File: src/rtl/nshift_pkg.sv
package nshift_pkg;
  typedef enum logic [2:0] {
    OP_LSH    = 3'd0,
    OP_ASH    = 3'd1,
    OP_NORM   = 3'd2,
    OP_DENORM = 3'd3,
    OP_EXP    = 3'd4
  } nshift_op_e;

  function automatic logic op_is_legal(input logic [2:0] code);
    return code <= 3'd4;
  endfunction
endpackage

File: src/rtl/nshift_field.sv
// Places the input word in the high or low half of the shift field.
module nshift_field #(
  parameter int DATA_W = 16,
  localparam int RES_W = 2 * DATA_W
) (
  input  logic [DATA_W-1:0] din,
  input  logic              sel_hi,
  input  logic              sign_ext,
  output logic [RES_W-1:0]  field
);
  logic [DATA_W-1:0] upper_fill;
  assign upper_fill = (sign_ext && din[DATA_W-1]) ? '1 : '0;

  always_comb begin
    if (sel_hi) field = {din, {DATA_W{1'b0}}};
    else        field = {upper_fill, din};
  end
endmodule

File: src/rtl/nshift_expdet.sv
// Counts redundant sign bits below the top bit of the word.
module nshift_expdet #(
  parameter int DATA_W = 16,
  localparam int EXP_W = $clog2(DATA_W)
) (
  input  logic [DATA_W-1:0] din,
  output logic [EXP_W-1:0]  sign_run
);
  function automatic logic [EXP_W-1:0] redundant_signs(input logic [DATA_W-1:0] d);
    logic             run;
    logic [EXP_W-1:0] cnt;
    run = 1'b1;
    cnt = '0;
    for (int i = DATA_W - 2; i >= 0; i--) begin
      if (run && (d[i] == d[DATA_W-1])) cnt = cnt + 1'b1;
      else                              run = 1'b0;
    end
    return cnt;
  endfunction

  assign sign_run = redundant_signs(din);
endmodule

File: src/rtl/nshift_core.sv
// Log-depth barrel shifter with saturation for large magnitudes.
module nshift_core #(
  parameter int RES_W = 32,
  parameter int AMT_W = 8,
  localparam int STAGES = $clog2(RES_W)
) (
  input  logic [RES_W-1:0] field,
  input  logic             go_left,
  input  logic             fill_bit,
  input  logic [AMT_W-1:0] mag,
  output logic [RES_W-1:0] shifted
);
  logic [RES_W-1:0] stage [STAGES+1];
  logic             too_far;

  assign stage[0] = field;
  assign too_far  = |mag[AMT_W-1:STAGES];

  for (genvar s = 0; s < STAGES; s++) begin : g_stage
    localparam int STEP = 1 << s;
    logic [RES_W-1:0] moved;
    assign moved = go_left ? {stage[s][RES_W-STEP-1:0], {STEP{1'b0}}}
                           : {{STEP{fill_bit}}, stage[s][RES_W-1:STEP]};
    assign stage[s+1] = mag[s] ? moved : stage[s];
  end

  assign shifted = too_far ? (go_left ? '0 : {RES_W{fill_bit}}) : stage[STAGES];
endmodule

File: src/rtl/nshift_unit.sv
module nshift_unit
  import nshift_pkg::*;
#(
  parameter int DATA_W = 16,
  parameter int AMT_W  = 8,
  localparam int RES_W = 2 * DATA_W,
  localparam int EXP_W = $clog2(DATA_W)
) (
  input  logic              clk,
  input  logic              rst_n,
  input  logic              op_valid,
  input  logic [2:0]        op_code,
  input  logic [AMT_W-1:0]  amt,
  input  logic              sel_hi,
  input  logic              or_mode,
  input  logic [DATA_W-1:0] din,
  output logic [RES_W-1:0]  result,
  output logic [EXP_W-1:0]  exp_out,
  output logic              res_valid
);
  nshift_op_e       op;
  logic             legal_op;
  logic             shift_op;
  logic             exp_op;
  logic             arith;
  logic             go_left;
  logic [AMT_W-1:0] amt_mag;
  logic [AMT_W-1:0] mag;
  logic [RES_W-1:0] field;
  logic [RES_W-1:0] shifted;
  logic [RES_W-1:0] merged;
  logic [EXP_W-1:0] sign_run;
  logic             fill_bit;
  logic             din_all_sign;

  assign op       = nshift_op_e'(op_code);
  assign legal_op = op_is_legal(op_code);
  assign exp_op   = legal_op && (op == OP_NORM || op == OP_EXP);
  assign shift_op = legal_op && (op != OP_EXP);
  assign amt_mag  = amt[AMT_W-1] ? (~amt + 1'b1) : amt;

  always_comb begin
    arith   = 1'b1;
    go_left = 1'b1;
    mag     = '0;
    case (op)
      OP_LSH:    begin arith = 1'b0; go_left = ~amt[AMT_W-1]; mag = amt_mag; end
      OP_ASH:    begin go_left = ~amt[AMT_W-1]; mag = amt_mag; end
      OP_NORM:   mag = {{(AMT_W-EXP_W){1'b0}}, sign_run};
      OP_DENORM: begin go_left = 1'b0; mag = amt_mag; end
      default:   mag = '0;
    endcase
  end

  nshift_field #(.DATA_W(DATA_W)) u_field (
    .din(din), .sel_hi(sel_hi), .sign_ext(arith), .field(field)
  );

  nshift_expdet #(.DATA_W(DATA_W)) u_expdet (
    .din(din), .sign_run(sign_run)
  );

  assign fill_bit = arith & field[RES_W-1];

  nshift_core #(.RES_W(RES_W), .AMT_W(AMT_W)) u_core (
    .field(field), .go_left(go_left), .fill_bit(fill_bit), .mag(mag), .shifted(shifted)
  );

  assign merged       = or_mode ? (result | shifted) : shifted;
  assign din_all_sign = (din == '0) || (din == '1);

  always_ff @(posedge clk or negedge rst_n) begin
    if (!rst_n) begin
      result    <= '0;
      exp_out   <= '0;
      res_valid <= 1'b0;
    end else begin
      res_valid <= op_valid && legal_op;
      if (op_valid && shift_op) result  <= merged;
      if (op_valid && exp_op)   exp_out <= sign_run;
    end
  end

  AST_VALID_LATENCY: assert property (@(posedge clk) disable iff (!rst_n)
    (op_valid && legal_op) |=> res_valid);
  AST_RESULT_HOLD: assert property (@(posedge clk) disable iff (!rst_n)
    !op_valid |=> ($stable(result) && !res_valid));
  AST_EXP_HOLD: assert property (@(posedge clk) disable iff (!rst_n)
    !(op_valid && exp_op) |=> $stable(exp_out));
  AST_ILLEGAL_IGNORED: assert property (@(posedge clk) disable iff (!rst_n)
    (op_valid && !legal_op) |=> (!res_valid && $stable(result)));
  AST_FAR_LOGICAL_ZERO: assert property (@(posedge clk) disable iff (!rst_n)
    (op_valid && op_code == 3'd0 && !or_mode && amt_mag >= AMT_W'(RES_W)) |=> (result == '0));
  AST_OR_KEEPS_BITS: assert property (@(posedge clk) disable iff (!rst_n)
    (op_valid && shift_op && or_mode) |=> ((result & $past(result)) == $past(result)));
  AST_NORM_TOP: assert property (@(posedge clk) disable iff (!rst_n)
    (op_valid && op_code == 3'd2 && sel_hi && !or_mode && !din_all_sign)
      |=> (result[RES_W-1] != result[RES_W-2]));
endmodule

File: config.mk
export PLATFORM = sky130hd
export DESIGN_NAME = nshift_unit
export DESIGN_NICKNAME = d
export VERILOG_FILES = /design/src/rtl/nshift_pkg.sv /design/src/rtl/nshift_field.sv /design/src/rtl/nshift_expdet.sv /design/src/rtl/nshift_core.sv /design/src/rtl/nshift_unit.sv
export SDC_FILE = /design/constraint.sdc
export NUM_CORES = 1
export LEC_CHECK = 0
export BUFFER_PORTS_ARGS = -buffer_cell sky130_fd_sc_hd__buf_2
export CORE_MARGIN = 1.5
export CORE_UTILIZATION = 30
export DETAILED_ROUTE_END_ITERATION = 10
export GPL_ROUTABILITY_DRIVEN = 0
export HOLD_SLACK_MARGIN = 0.08
export MAX_ROUTING_LAYER = met4
export PLACE_DENSITY_LB_ADDON = 0.25
export SLEW_MARGIN = 20
export SYNTH_ARGS = -nofsm -noshare
export SYNTH_HDL_FRONTEND = slang
export SYNTH_SLANG_ARGS = --single-unit
File: constraint.sdc
create_clock -name clk -period 1.5 [get_ports clk]
set_input_delay 0.075 -clock clk [delete_from_list [all_inputs] [get_ports clk]]
set_output_delay 0.075 -clock clk [all_outputs]
set_load 0.05 [all_outputs]
# --- After elaboration in Yosys (flattened, before gate mapping) ---
# Cells that the tools add are included.
classes:
  reduce_logical: 25
  eq_ne: 20
  n_mux: 48
  bitwise: 4
  order_cmp: 1
  add_sub_neg: 15
ops:
  columns: ["operator", "count"]
  rows:
  - ["32-bit 2-to-1 mux", 14]
  - ["4-bit 2-to-1 mux", 14]
  - ["4-bit by 1-bit adder with 4-bit output (second input constant)", 13]
  - ["32-bit bitwise OR", 1]
  - ["1-bit logical AND", 20]
  - ["1-bit 2-to-1 mux", 16]
  - ["16-bit 2-to-1 mux", 1]
  - ["8-bit case mux with 2 select lines", 1]
  - ["1-bit == test", 15]
  - ["8-bit by 1-bit adder with 8-bit output (second input constant)", 1]
  - ["8-bit 2-to-1 mux", 1]
  - ["8-bit inverter", 1]
  - ["3-bit by 2-bit == test with 1-bit output (second input constant)", 2]
  - ["3-bit OR reduction", 2]
  - ["3-bit by 1-bit == test with 1-bit output (second input constant)", 1]
  - ["3-bit == test (second input constant)", 1]
  - ["3-bit <= comparator (second input constant)", 1]
  - ["3-bit logical NOT", 1]
  - ["3-bit != test (second input constant)", 1]
  - ["1-bit by 1-bit adder with 2-bit output (second input constant)", 1]
  - ["1-bit case mux with 2 select lines", 1]
  - ["2-bit OR reduction", 1]
  - ["1-bit AND", 1]
  - ["1-bit logical OR", 1]
  - ["1-bit inverter", 1]
totals:
  output_inout_bits: 37
  in_bits: 32
  register_bits: 37

# --- Longest topological paths before layout ---
# Gate-level depths: netlist of run 1.
logic_depth:
  word_depth: 43
  mapped_depth: 47

# --- By module ---
# A second synthesis of run 1 with hierarchy kept.
hier_totals:
  cells_unflattened: 1083
  area_unflattened_um2: 7662.3
modules_own_cells:
  columns: ["module", "cells_per_inst", "area_per_inst_um2", "n_inst"]
  rows:
  - ["nshift_core", 667, 4287.9, 1]
  - ["nshift_unit", 125, 1591.5, 1]
  - ["nshift_expdet", 239, 1490.2, 1]
  - ["nshift_field", 52, 292.8, 1]

# --- Worst setup path before layout of run 1 ---
# No wires, ideal clock.
synth_timing:
  path_type: "input -> register"
  start: "input port din[15]"
  end: "register result[8]"
  t_arrival_ps: 8178
  slack_ps: -6765
  n_path_buf: 5
  setup_ps: 87
  required_ps: 1413
  stages: 41
  cell_sequence: "buf_6 -> buf_6 -> buf_2 -> or2_2 -> o21bai_1 -> ha_1 -> o21a_1 -> ha_1 -> o21bai_1 -> a2bb2oi_1 -> o21ai_0 -> o31a_1 -> ha_1 -> o21ai_0 -> nand2_1 -> a31o_2 -> ha_1 -> a211oi_1 -> [... 5 more ...] -> ha_1 -> mux2_2 -> o221ai_1 -> o21ai_0 -> ha_1 -> or3b_2 -> o2111ai_1 -> a221oi_2 -> o21ai_0 -> mux2_2 -> a21o_1 -> a31o_2 -> buf_2 -> buf_2 -> or4_1 -> a211oi_1 -> o21ai_0 -> o211ai_1"
synth_via:
  elab_chain_cells: 43
  elab_cells_between_ends: 91
  classes_between: "add/sub: 14; eq/ne: 15; mux: 45; bitwise: 2; reduce/logical: 15"
synth_rtl:
  columns: ["item", "line", "source"]
  rows:
  - ["from (decl)", "nshift_unit.sv:16", "input logic [DATA_W-1:0] din,"]
  - ["1-bit == test", "nshift_expdet.sv:15", "if (run && (d[i] == d[DATA_W-1])) cnt = cnt + 1'b1;"]
  - ["1-bit 2-to-1 mux", "nshift_expdet.sv:15", null]
  - ["1-bit by 1-bit adder with 2-bit output / 1-bit logical AND (equally long branches)", "nshift_expdet.sv:15", null]
  - ["4-bit 2-to-1 mux / 1-bit 2-to-1 mux (equally long branches)", "nshift_expdet.sv:15", null]
  - ["4-bit by 1-bit adder with 4-bit output / 1-bit logical AND (equally long branches)", "nshift_expdet.sv:15", null]
  - ["4-bit 2-to-1 mux / 1-bit 2-to-1 mux (equally long branches)", "nshift_expdet.sv:15", null]
  - ["4-bit by 1-bit adder with 4-bit output / 1-bit logical AND (equally long branches)", "nshift_expdet.sv:15", null]
  - ["4-bit 2-to-1 mux / 1-bit 2-to-1 mux (equally long branches)", "nshift_expdet.sv:15", null]
  - ["[... 27 more ...]", null, null]
  - ["32-bit 2-to-1 mux", "nshift_core.sv:24", "assign stage[s+1] = mag[s] ? moved : stage[s];"]
  - ["32-bit 2-to-1 mux", "nshift_core.sv:22", "assign moved = go_left ? {stage[s][RES_W-STEP-1:0], {STEP{1'b0}}}"]
  - ["32-bit 2-to-1 mux", "nshift_core.sv:24", null]
  - ["32-bit 2-to-1 mux", "nshift_core.sv:22", null]
  - ["32-bit 2-to-1 mux", "nshift_core.sv:24", null]
  - ["32-bit 2-to-1 mux (*)", "nshift_core.sv:27", "assign shifted = too_far ? (go_left ? '0 : {RES_W{fill_bit}}) : stage[STAGES];"]
  - ["32-bit bitwise OR", "nshift_unit.sv:69", "assign merged = or_mode ? (result | shifted) : shifted;"]
  - ["32-bit 2-to-1 mux (*)", "nshift_unit.sv:69", null]
  - ["to (signal assigned)", "nshift_unit.sv:79", "if (op_valid && shift_op) result <= merged;"]
  - ["to (decl)", "nshift_unit.sv:17", "output logic [RES_W-1:0] result,"]
# Mark *: on every way between the ends. The rest lies on a longest branch, timed or not.
# A chain may end at the register's enable or synchronous reset.

# --- Worst setup path after layout of run 1 ---
layout_timing:
  start: "input port din[14]"
  end: "register result[16]"
layout_via:
  elab_chain_cells: 43
  elab_cells_between_ends: 72
  classes_between: "add/sub: 14; eq/ne: 1; mux: 42; bitwise: 1; reduce/logical: 14"
layout_rtl:
  columns: ["item", "line"]
  rows:
  - ["1-bit == test", "nshift_expdet.sv:15"]
  - ["1-bit 2-to-1 mux", "nshift_expdet.sv:15"]
  - ["1-bit by 1-bit adder with 2-bit output / 1-bit logical AND (equally long branches)", "nshift_expdet.sv:15"]
  - ["4-bit 2-to-1 mux / 1-bit 2-to-1 mux (equally long branches)", "nshift_expdet.sv:15"]
  - ["4-bit by 1-bit adder with 4-bit output / 1-bit logical AND (equally long branches)", "nshift_expdet.sv:15"]
  - ["4-bit 2-to-1 mux / 1-bit 2-to-1 mux (equally long branches)", "nshift_expdet.sv:15"]
  - ["4-bit by 1-bit adder with 4-bit output / 1-bit logical AND (equally long branches)", "nshift_expdet.sv:15"]
  - ["4-bit 2-to-1 mux / 1-bit 2-to-1 mux (equally long branches)", "nshift_expdet.sv:15"]
  - ["[... 27 more ...]", null]
  - ["32-bit 2-to-1 mux", "nshift_core.sv:24"]
  - ["32-bit 2-to-1 mux", "nshift_core.sv:22"]
  - ["32-bit 2-to-1 mux (*)", "nshift_core.sv:24"]
  - ["32-bit 2-to-1 mux", "nshift_core.sv:22"]
  - ["32-bit 2-to-1 mux (*)", "nshift_core.sv:24"]
  - ["32-bit 2-to-1 mux (*)", "nshift_core.sv:27"]
  - ["32-bit bitwise OR", "nshift_unit.sv:69"]
  - ["32-bit 2-to-1 mux (*)", "nshift_unit.sv:69"]
# Marked as above.

==> out/metrics.yaml, run 1 <==
global_route:
  grt_use_total: 0.292
  grt_first_pass_wirelength_mm: 58.0
  grt_max_degree: 47
  antenna_found_initial: 0
  grt_pass1_vias: 10555
  grt-ovfl-total: 0
clock_tree:
  clk_pin_slew_worst_paths_ns: 0.06
  clock_path_buffers: 2
  clock_sinks: 37
  cts_made_buffers: 5
  cts_tree: "built"
  clk_latency_ns: 0.28
  htreeDepth: 2
  cts-root-buf: "clkbuf_16"
worst_setup_path:
  cp_top_family: "compound AO/OA/AOI/OAI gates"
  startpoint: "din[14]"
  endpoint_kind: "flip-flop"
  crit_slowest_cell: "or3_1"
  worst-path-buf-inv: 6
  ff2ff_setup_slack_ns: 0.30
  cp_slowest_stage_delay_ns: 0.38
  critPathLaunchType: "input pin"
  crit_top_cell: "ha_4"
  critPathArrivalTime_ns: 7.74
  r2r_start: "result[0]"
  worstPathMaxFanout: 8
  path_class: "input pin to flip-flop"
  required_ns: 1.72
final_layout:
  insertedDiodeCount: 0
  syn2layout_area_growth_pct: 73.5
  drive_gt1_frac: 0.468
  fin_nets: 1628
logic_synthesis:
  synth_cells: 1153
  syn_area_sq_um: 7390
  synth_edf_count: 0
  ys_seq_area_frac: 0.125
  async_reset_ff_frac: 1.00
  yosys_warnings: 0
  ys_seq_elements: 37
  syn_area_per_cell_sq_um: 6.41
  syn_nets: 1198
  synth_cell_types: 88
  synth_top_flop_cell: "dfrtp_1"
timing:
  min_period_ns: 7.52
  hold_viol_final: 0
  slew_headroom: 0.568
  setup_viol: 36
  period_share: 5.01
  worst_slack_ns: -6.02
  worst_pin_slew_ns: 0.645
  setup-tns-final_ns: -202.75
  clock.fmax_ghz: 0.133
  skew_ns: 0
  finalMaxSlewViolations: 0
  rsz0062_at_grt: "yes"
die:
  rows: 57
  die_y_um: 160
  start_util: 0.305
  die_area_sq_um: 25600
  chipWidth_um: 160
  io-pin-count: 69
  design.core.area_sq_um: 24200
worst_hold_path:
  hp-class: "input pin to flip-flop"
  hold_path_startpoint: "op_valid"
place:
  hpwlAfterDp_mm: 29.0
  port_buffers: 68
  pre_cts_slack_ns: -6.31
job:
  drv_cap: 0
routing:
  drt-pass1-iter-count: 6
  drt-wirelength-per-cell_um: 20.0
  wl_met3_mm: 2.51
  drtIter0Drc: 1189
  drcViolationCount: 0
  dr_wl_met2_mm: 17.7
  via_per_inst: 5.88
  totalWireLength_mm: 38.2
  wl_met1_mm: 15.9
  postRouteAntennaNets: 0
  routed.top_layer: "met4"
  vias: 11213
power_and_ir_drop:
  p_leak_uw: 0.00560
  powerDensity_nw_per_um2: 680
  vdd_drop_max_uv: 870
outcome:
  status: "complete, but fails checks"
  failed_checks: "setup timing"
## placed cells by master, fill, tap and decap left out, drive strengths merged, types with 27 or more instances in the layout
cell type | Yosys | routed
buf | 52 | 522
nand2 | 166 | 166
nor2 | 123 | 123
o21ai | 107 | 107
a21oi | 99 | 99
nand3 | 55 | 55
nor3 | 42 | 42
dfrtp | 37 | 37
o211ai | 32 | 32
a31oi | 27 | 27
## worst min-delay path: stages
cell	delay (ns)
buf_2	0.11
and2_1	0.14
buf_4	0.11
## state kept, by name (all words and copies together), names as in the netlist
signal	flops
result	32
exp_out	4
res_valid	1
## power breakdown
part / switching [uW] / total, uW / internal, uW
clock network: 447 / 1230 / 787
registers: 151 / 1390 / 1240
logic: 3570 / 6090 / 2510
total: 4170 / 8710 / 4540
## area by class of cell
class                   instances  area, sq um
inverters                      12         45.0
repair buffers                529         4240
clock buffers                   5          125
multi-input cells             998         7020
clock inverters                 3         46.3
well taps                     324          405
fillers                      2307        11400
flip-flops and latches         37          926
## cells by family after synthesis
logic type,Yosys count,synth area share
AO/OA/AOI/OAI,441,0.398
XOR/XNOR,14,0.0186
adder cells (fa/ha/maj),13,0.0220
buffers and inverters,118,0.0727
flip-flops,37,0.125
multiplexers,26,0.0369
AND/OR/NAND/NOR,504,0.326
## stage by stage
| stage | instances | cell area (sq um) | hold WS (ns) | total power (uW) | utilization |
|---|---|---|---|---|---|
| 4_1_cts | 1886 | 12100 | 0.175 | 8200 | 0.498 |
| 3_5_place_dp | 1845 | 11100 | 0.147 | 6580 | 0.457 |
| 2_1_floorplan | 1153 | 7670 | -0.221 | 4420 | - |
| 5_1_grt | 1908 | 12800 | 0.179 | 9150 | 0.528 |
| 3_3_place_gp | 1845 | 11100 | 0.146 | 6550 | 0.457 |
| 6_report | 1908 | 12800 | 0.179 | 8710 | 0.528 |
## synth_stat cells (11+ instances only)
library cell	number	share of area
nor3_1	39	0.026
nor2_1	123	0.063
o31ai_1	18	0.018
o21ai_0	94	0.064
a21oi_1	98	0.066
buf_2	33	0.022
ha_1	13	0.022
o211ai_1	32	0.033
and3_1	11	0.0093
nand2_1	165	0.084
mux2i_1	16	0.022
clkbuf_1	54	0.027
nand3_1	52	0.035
and2_1	17	0.014
nor4_1	12	0.010
a211oi_1	23	0.023
or3_1	13	0.011
dfrtp_1	37	0.13
a31oi_1	26	0.022
nor2b_1	12	0.010
nand4_1	12	0.010
inv_1	11	0.0056
o21ai_1	13	0.0088
## timing repair
item	4_1_cts	5_1_grt
hold endpoints to repair	39	0
resized for setup	121	117
pin swaps	61	85
endpoints found under the setup margin	36	36
setup buffers	29	21
hold buffers	3	0
gates cloned	3	4
## path summary, 6_finish.rpt
| path | endpoint | cells after the start |
|---|---|---|
| max in group asynchronous | result[31] | 3 |
| worst max register to register | result[0] | 4 |
| worst min register to register | result[5] | 2 |
| worst max-delay path | result[16] | 45 |
| worst min-delay path | res_valid | 3 |
| min in group asynchronous | result[20] | 3 |
## routing by layer
metal,up-vias,GRT usage
li1,5212,-
met1,5266,0.365
met2,584,0.474
met3,151,0.0273
met4,0,0.140
met5,-,-
Power figures use the tool's default switching activity.
==> inputs of run 2 (changes only) <==
HOLD_SLACK_MARGIN = 0.12   (was 0.08)
TNS_END_PERCENT = 50   (was not set)
==> out/metrics.yaml, run 2 (synthesized netlist as in run 1, its figures left out) <==
outcome:
  status: "complete, but fails checks"
  failed_checks: "setup timing"
worst_setup_path:
  startpoint: "din[15]"
  ff2ff_setup_slack_ns: 0.29  # about the same
  rr_endpoint: "result[0]"
  endpoint_kind: "flip-flop"
  r2r_start: "result[0]"
  crit_top_cell: "o21ai_1"
  endpoint: "result[12]"
  critPathLaunchType: "input pin"
  critPathArrivalTime_ns: 7.73  # about the same
  cp_slowest_stage_delay_ns: 0.36  # -0.02 ns
  path_class: "input pin to flip-flop"
  r2r_cells: 4  # unchanged
  crit_slowest_cell: "or3_1"
  worstPathMaxFanout: 8  # unchanged
  required_ns: 1.66  # -0.06 ns
clock_tree:
  clock_path_buffers: 2  # unchanged
  clk_latency_ns: 0.28  # about the same
  clock_sinks: 37  # unchanged
  cts-root-buf: "clkbuf_16"
  clk_pin_slew_worst_paths_ns: 0.06  # about the same
  htreeDepth: 2  # unchanged
  cts_tree: "built"
  cts_made_buffers: 5  # unchanged
place:
  port_buffers: 68  # unchanged
  hpwlAfterDp_mm: 28.1  # -2.9%
  place_area_sq_um: 11100  # +0.45%
  dp.cells: 1861  # +0.87%
  pre_cts_slack_ns: -6.48  # -0.174 ns
final_layout:
  fin_nets: 1617  # -0.68%
  syn2layout_area_growth_pct: 63.9
  ff_latch_area_sq_um: 926  # unchanged
  final_core_util: 0.499  # -0.0290
  largest_reg_flops: 32  # unchanged
  multi_input_area_sq_um: 6620  # -5.8%
  layout_commonest_cell: "buf_4"
  layout_common_cells: "buf_4, nand2_1, nor2_1, a21oi_1"
  stdcell_count: 1897  # -0.58%
  final_cell_area_sq_um: 12100  # -5.5%
  insertedDiodeCount: 0  # unchanged
  fillCellCount: 2412  # +4.6%
  largest-register: "result"
  top_regs: "result x32, exp_out x4, res_valid x1"
  drive_gt1_frac: 0.425  # -0.0425
die:
  design.core.area_sq_um: 24200  # unchanged
  start_util: 0.305  # unchanged
  io-pin-count: 69  # unchanged
  die_y_um: 160  # unchanged
  rows: 57  # unchanged
  die_area_sq_um: 25600  # unchanged
  chipWidth_um: 160  # unchanged
timing:
  worst_slack_ns: -6.07  # -0.0492 ns
  min_period_ns: 7.57  # +0.0492 ns
  clock.fmax_ghz: 0.132  # -0.65%
  skew_ns: 0  # unchanged
  slew_headroom: 0.480  # -0.0884
  hold_viol_final: 0  # unchanged
  setup_viol: 36  # unchanged
  finalMaxSlewViolations: 0  # unchanged
  period_share: 5.05  # +0.0328
  rsz0062_at_grt: "yes"
  worst_pin_slew_ns: 0.773  # +0.128 ns
routing:
  drtIter0Drc: 1002  # -16%
  postRouteAntennaNets: 0  # unchanged
  vias: 10896  # -2.8%
  totalWireLength_mm: 35.7  # -6.6%
  via_per_inst: 5.74  # -2.3%
  drt-wirelength-per-cell_um: 18.8  # -6.1%
  drcViolationCount: 0  # unchanged
  drt-pass1-iter-count: 5  # -1
global_route:
  grt_pass1_vias: 10199  # -3.4%
  grt_use_total: 0.275  # -0.0167
  grt_max_degree: 41  # -13%
  grt-ovfl-total: 0  # unchanged
  antenna_found_initial: 0  # unchanged
  grt_first_pass_wirelength_mm: 55.5  # -4.3%
power_and_ir_drop:
  power_uw: 8080  # -7.2%
  p_leak_uw: 0.00540  # -3.7%
  powerDensity_nw_per_um2: 668  # -1.8%
  vdd_drop_max_uv: 1080  # +24%
worst_hold_path:
  hp-class: "input pin to flip-flop"
job:
  drv_cap: 0  # unchanged
-- run 2: cell count changes in the layout (fill, tap and decap cells not counted), moves of 5 or more --
cell	delta
a21oi_2	-7
o21ai_2	-7
nand2_2	-6
nor2_2	-7
a21oi_1	+8
nor2_1	+8
nand3_1	+5
nor3_2	-6
buf_4	+15
nand2_1	+8
o21ai_0	+7
buf_6	-17
nor3_1	+7
-- run 2: worst min path at each step --
stage / startpoint / to / slack, ns / cells past startpoint
after detailed placement: rst_n / result[0] / 0.14 / 2
after CTS: op_valid / res_valid / 0.20 / 3
after global placement: rst_n / result[0] / 0.14 / 2
after global routing: op_valid / res_valid / 0.21 / 3
after floorplan: rst_n / exp_out[0] / -0.22 / 0
final: op_valid / res_valid / 0.20 / 3
-- run 2: repair_timing --
action / CTS / global route
setup buffers: 17 / 9
resized for setup: 80 / 60
hold buffers: 2 / 0
endpoints found under the hold margin: 40 / 0
endpoints found under the setup margin: 36 / 36
pin swaps: 42 / 47
cloned: 1 / 1
-- run 2: where the power goes --
| part | leakage [uW] | internal, uW | switching [uW] |
|---|---|---|---|
| Clock | 0.0000696 | 609 | 409 |
| Sequential | 0.000452 | 1240 | 137 |
| Combinational | 0.00488 | 2310 | 3380 |
| Total | 0.00540 | 4160 | 3930 |
-- run 2: through the flow --
step | hold slack, ns | TNS, ns
6_report | 0.200 | -204.20
5_1_grt | 0.208 | -217.58
4_1_cts | 0.202 | -200.04
3_3_place_gp | 0.141 | -211.13
2_1_floorplan | -0.221 | -205.10
3_5_place_dp | 0.143 | -215.56
-- run 2: layout make-up --
class                   count  share of cell area
multi-input cells         998               0.547
repair buffers            518               0.328
flip-flops and latches     37              0.0765
well taps                 324              0.0335
clock buffers               5              0.0103
inverters                  12             0.00372
clock inverters             3             0.00145
-- run 2: critical path, delay by kind of cell --
kind                     cells  cell delay, ns
AO/OA/AOI/OAI               18            3.15
multiplexers                 7            1.43
adder cells (fa/ha/maj)      6            1.42
AND/OR/NAND/NOR              7            1.08
buffers and inverters        4            0.58
-- run 2: metal layers --
layer | wire, um | vias up | global-route usage
li1 | - | 5175 | -
met1 | 15500 | 5126 | 0.359
met2 | 16500 | 499 | 0.450
met3 | 2320 | 96 | 0.0174
met4 | 1320 | 0 | 0.0990
met5 | 0 | - | -
==> inputs of run 3 (changes only) <==
MAX_ROUTING_LAYER = not set   (was met4)
==> out/metrics.yaml, run 3 (synthesized netlist as in run 1, its figures left out) <==
outcome:
  status: "complete, but fails checks"
  failed_checks: "setup timing"
clock_tree:
  clk_pin_slew_worst_paths_ns: 0.06  # about the same
  cts_made_buffers: 5  # unchanged
  clock_sinks: 37  # unchanged
  clk_latency_ns: 0.28  # about the same
  clock_path_buffers: 2  # unchanged
  cts_tree: "built"
  htreeDepth: 2  # unchanged
  cts-root-buf: "clkbuf_16"
timing:
  rsz0062_at_grt: "yes"
  min_period_ns: 7.59  # +0.0239 ns
  period_share: 5.06  # +0.0159
  finalMaxSlewViolations: 0  # unchanged
  worst_slack_ns: -6.09  # -0.0239 ns
  setup_viol: 36  # unchanged
  hold_viol_final: 0  # unchanged
  skew_ns: 0  # unchanged
  worst_pin_slew_ns: 0.791  # +0.0173 ns
  hold_ws_ns: 0.200  # -0.0000950 ns
  clock.fmax_ghz: 0.132  # -0.31%
  slew_headroom: 0.468  # -0.0116
die:
  io-pin-count: 69  # unchanged
  start_util: 0.305  # unchanged
  die_y_um: 160  # unchanged
  rows: 57  # unchanged
  chipWidth_um: 160  # unchanged
  design.core.area_sq_um: 24200  # unchanged
  die_area_sq_um: 25600  # unchanged
worst_setup_path:
  r2r_cells: 4  # unchanged
  rr_endpoint: "result[0]"
  startpoint: "din[15]"
  ff2ff_setup_slack_ns: 0.29  # about the same
  endpoint_kind: "flip-flop"
  critPathLaunchType: "input pin"
  required_ns: 1.66  # about the same
  crit_top_cell: "o21ai_1"
  crit_slowest_cell: "or3_1"
  cp_top_family: "compound AO/OA/AOI/OAI gates"
  r2r_start: "result[0]"
  path_class: "input pin to flip-flop"
  worstPathMaxFanout: 8  # unchanged
  path_depth: 43  # +2.4%
  worst-path-buf-inv: 5  # +1
  critPathArrivalTime_ns: 7.75  # +0.02 ns
  cp_slowest_stage_delay_ns: 0.36  # about the same
  endpoint: "result[9]"
final_layout:
  final_core_util: 0.499  # -0.000619
  largest-register: "result"
  fin_nets: 1620  # +0.19%
  drive_gt1_frac: 0.424  # -0.00144
  layout_commonest_cell: "buf_4"
  multi_input_area_sq_um: 6570  # -0.74%
  insertedDiodeCount: 0  # unchanged
  fillCellCount: 2409  # -0.12%
  largest_reg_flops: 32  # unchanged
  top_regs: "result x32, exp_out x4, res_valid x1"
  syn2layout_area_growth_pct: 63.7
  ff_latch_area_sq_um: 926  # unchanged
  layout_common_cells: "buf_4, nand2_1, nor2_1, a21oi_1, buf_2"
routing:
  drcViolationCount: 0  # unchanged
  drt-pass1-iter-count: 5  # unchanged
  totalWireLength_mm: 35.5  # -0.30%
  postRouteAntennaNets: 0  # unchanged
  drtIter0Drc: 1075  # +7.3%
  via_per_inst: 5.71  # -0.56%
  drt-wirelength-per-cell_um: 18.7  # -0.46%
  vias: 10852  # -0.40%
power_and_ir_drop:
  vdd_drop_max_uv: 1090  # +0.98%
  powerDensity_nw_per_um2: 668  # about the same
  p_leak_uw: 0.00541  # +0.28%
global_route:
  grt_pass1_vias: 10196  # -0.029%
  grt_first_pass_wirelength_mm: 55.5  # about the same
  grt_max_degree: 41  # unchanged
  antenna_found_initial: 0  # unchanged
  grt-ovfl-total: 0  # unchanged
  grt_use_total: 0.267  # -0.00815
worst_hold_path:
  hp-class: "input pin to flip-flop"
  hold_path_startpoint: "op_valid"
place:
  hpwlAfterDp_mm: 28.1  # unchanged
  port_buffers: 68  # unchanged
job:
  drv_cap: 0  # unchanged
## run 3: worst min-delay path, stage by stage
cell    delay, ns
buf_2        0.12
and2_1       0.14
buf_4        0.12
## run 3: layer usage
layer / global-route usage / vias up / part of all wire
met5: 0 / - / 0
met2: 0.453 / 486 / 0.46
met4: 0.0922 / 0 / 0.037
met3: 0.0156 / 88 / 0.061
li1: - / 5189 / -
met1: 0.359 / 5089 / 0.44
## run 3: stage by stage
stage          setup TNS [ns]  worst slack [ns]  std cells  area (sq um)  power (uW)
2_1_floorplan         -205.10             -6.06       1153          7610        4390
3_3_place_gp          -211.13             -6.38       1861         11100        6530
3_5_place_dp          -215.56             -6.48       1861         11100        6570
4_1_cts               -200.04             -5.92       1889         11800        7830
5_1_grt               -218.02             -6.44       1900         12100        8500
6_report              -205.35             -6.09       1900         12100        8080
## run 3: repair_timing
item / CTS / global route
setup endpoints to repair: 36 / 36
cloned: 1 / 1
setup buffers: 17 / 11
resized for setup: 80 / 56
endpoints found under the hold margin: 40 / 0
pin swaps: 42 / 49
hold buffers: 2 / 0
## run 3: how the worst min path moves through the flow
| stage | endpoint | slack [ns] | depth (start not counted) |
|---|---|---|---|
| 6_report | res_valid | 0.20 | 3 |
| 5_1_grt | res_valid | 0.21 | 3 |
| 4_1_cts | res_valid | 0.20 | 3 |
| 3_5_place_dp | result[0] | 0.14 | 2 |
| 3_3_place_gp | result[0] | 0.14 | 2 |
| 2_1_floorplan | exp_out[0] | -0.22 | 0 |
## run 3: where the power goes
group	internal, uW	switching, uW
registers	1240	136
logic	2310	3370
clock network	609	412
total	4160	3910
## run 3: area by class of cell
class                           instances  share of cell area
Multi-Input combinational cell        998               0.543
Timing Repair Buffer                  521               0.331
Sequential cell                        37              0.0766
Tap cell                              324              0.0335
Clock buffer                            5              0.0103
Inverter                               12             0.00372
Clock inverter                          3             0.00145
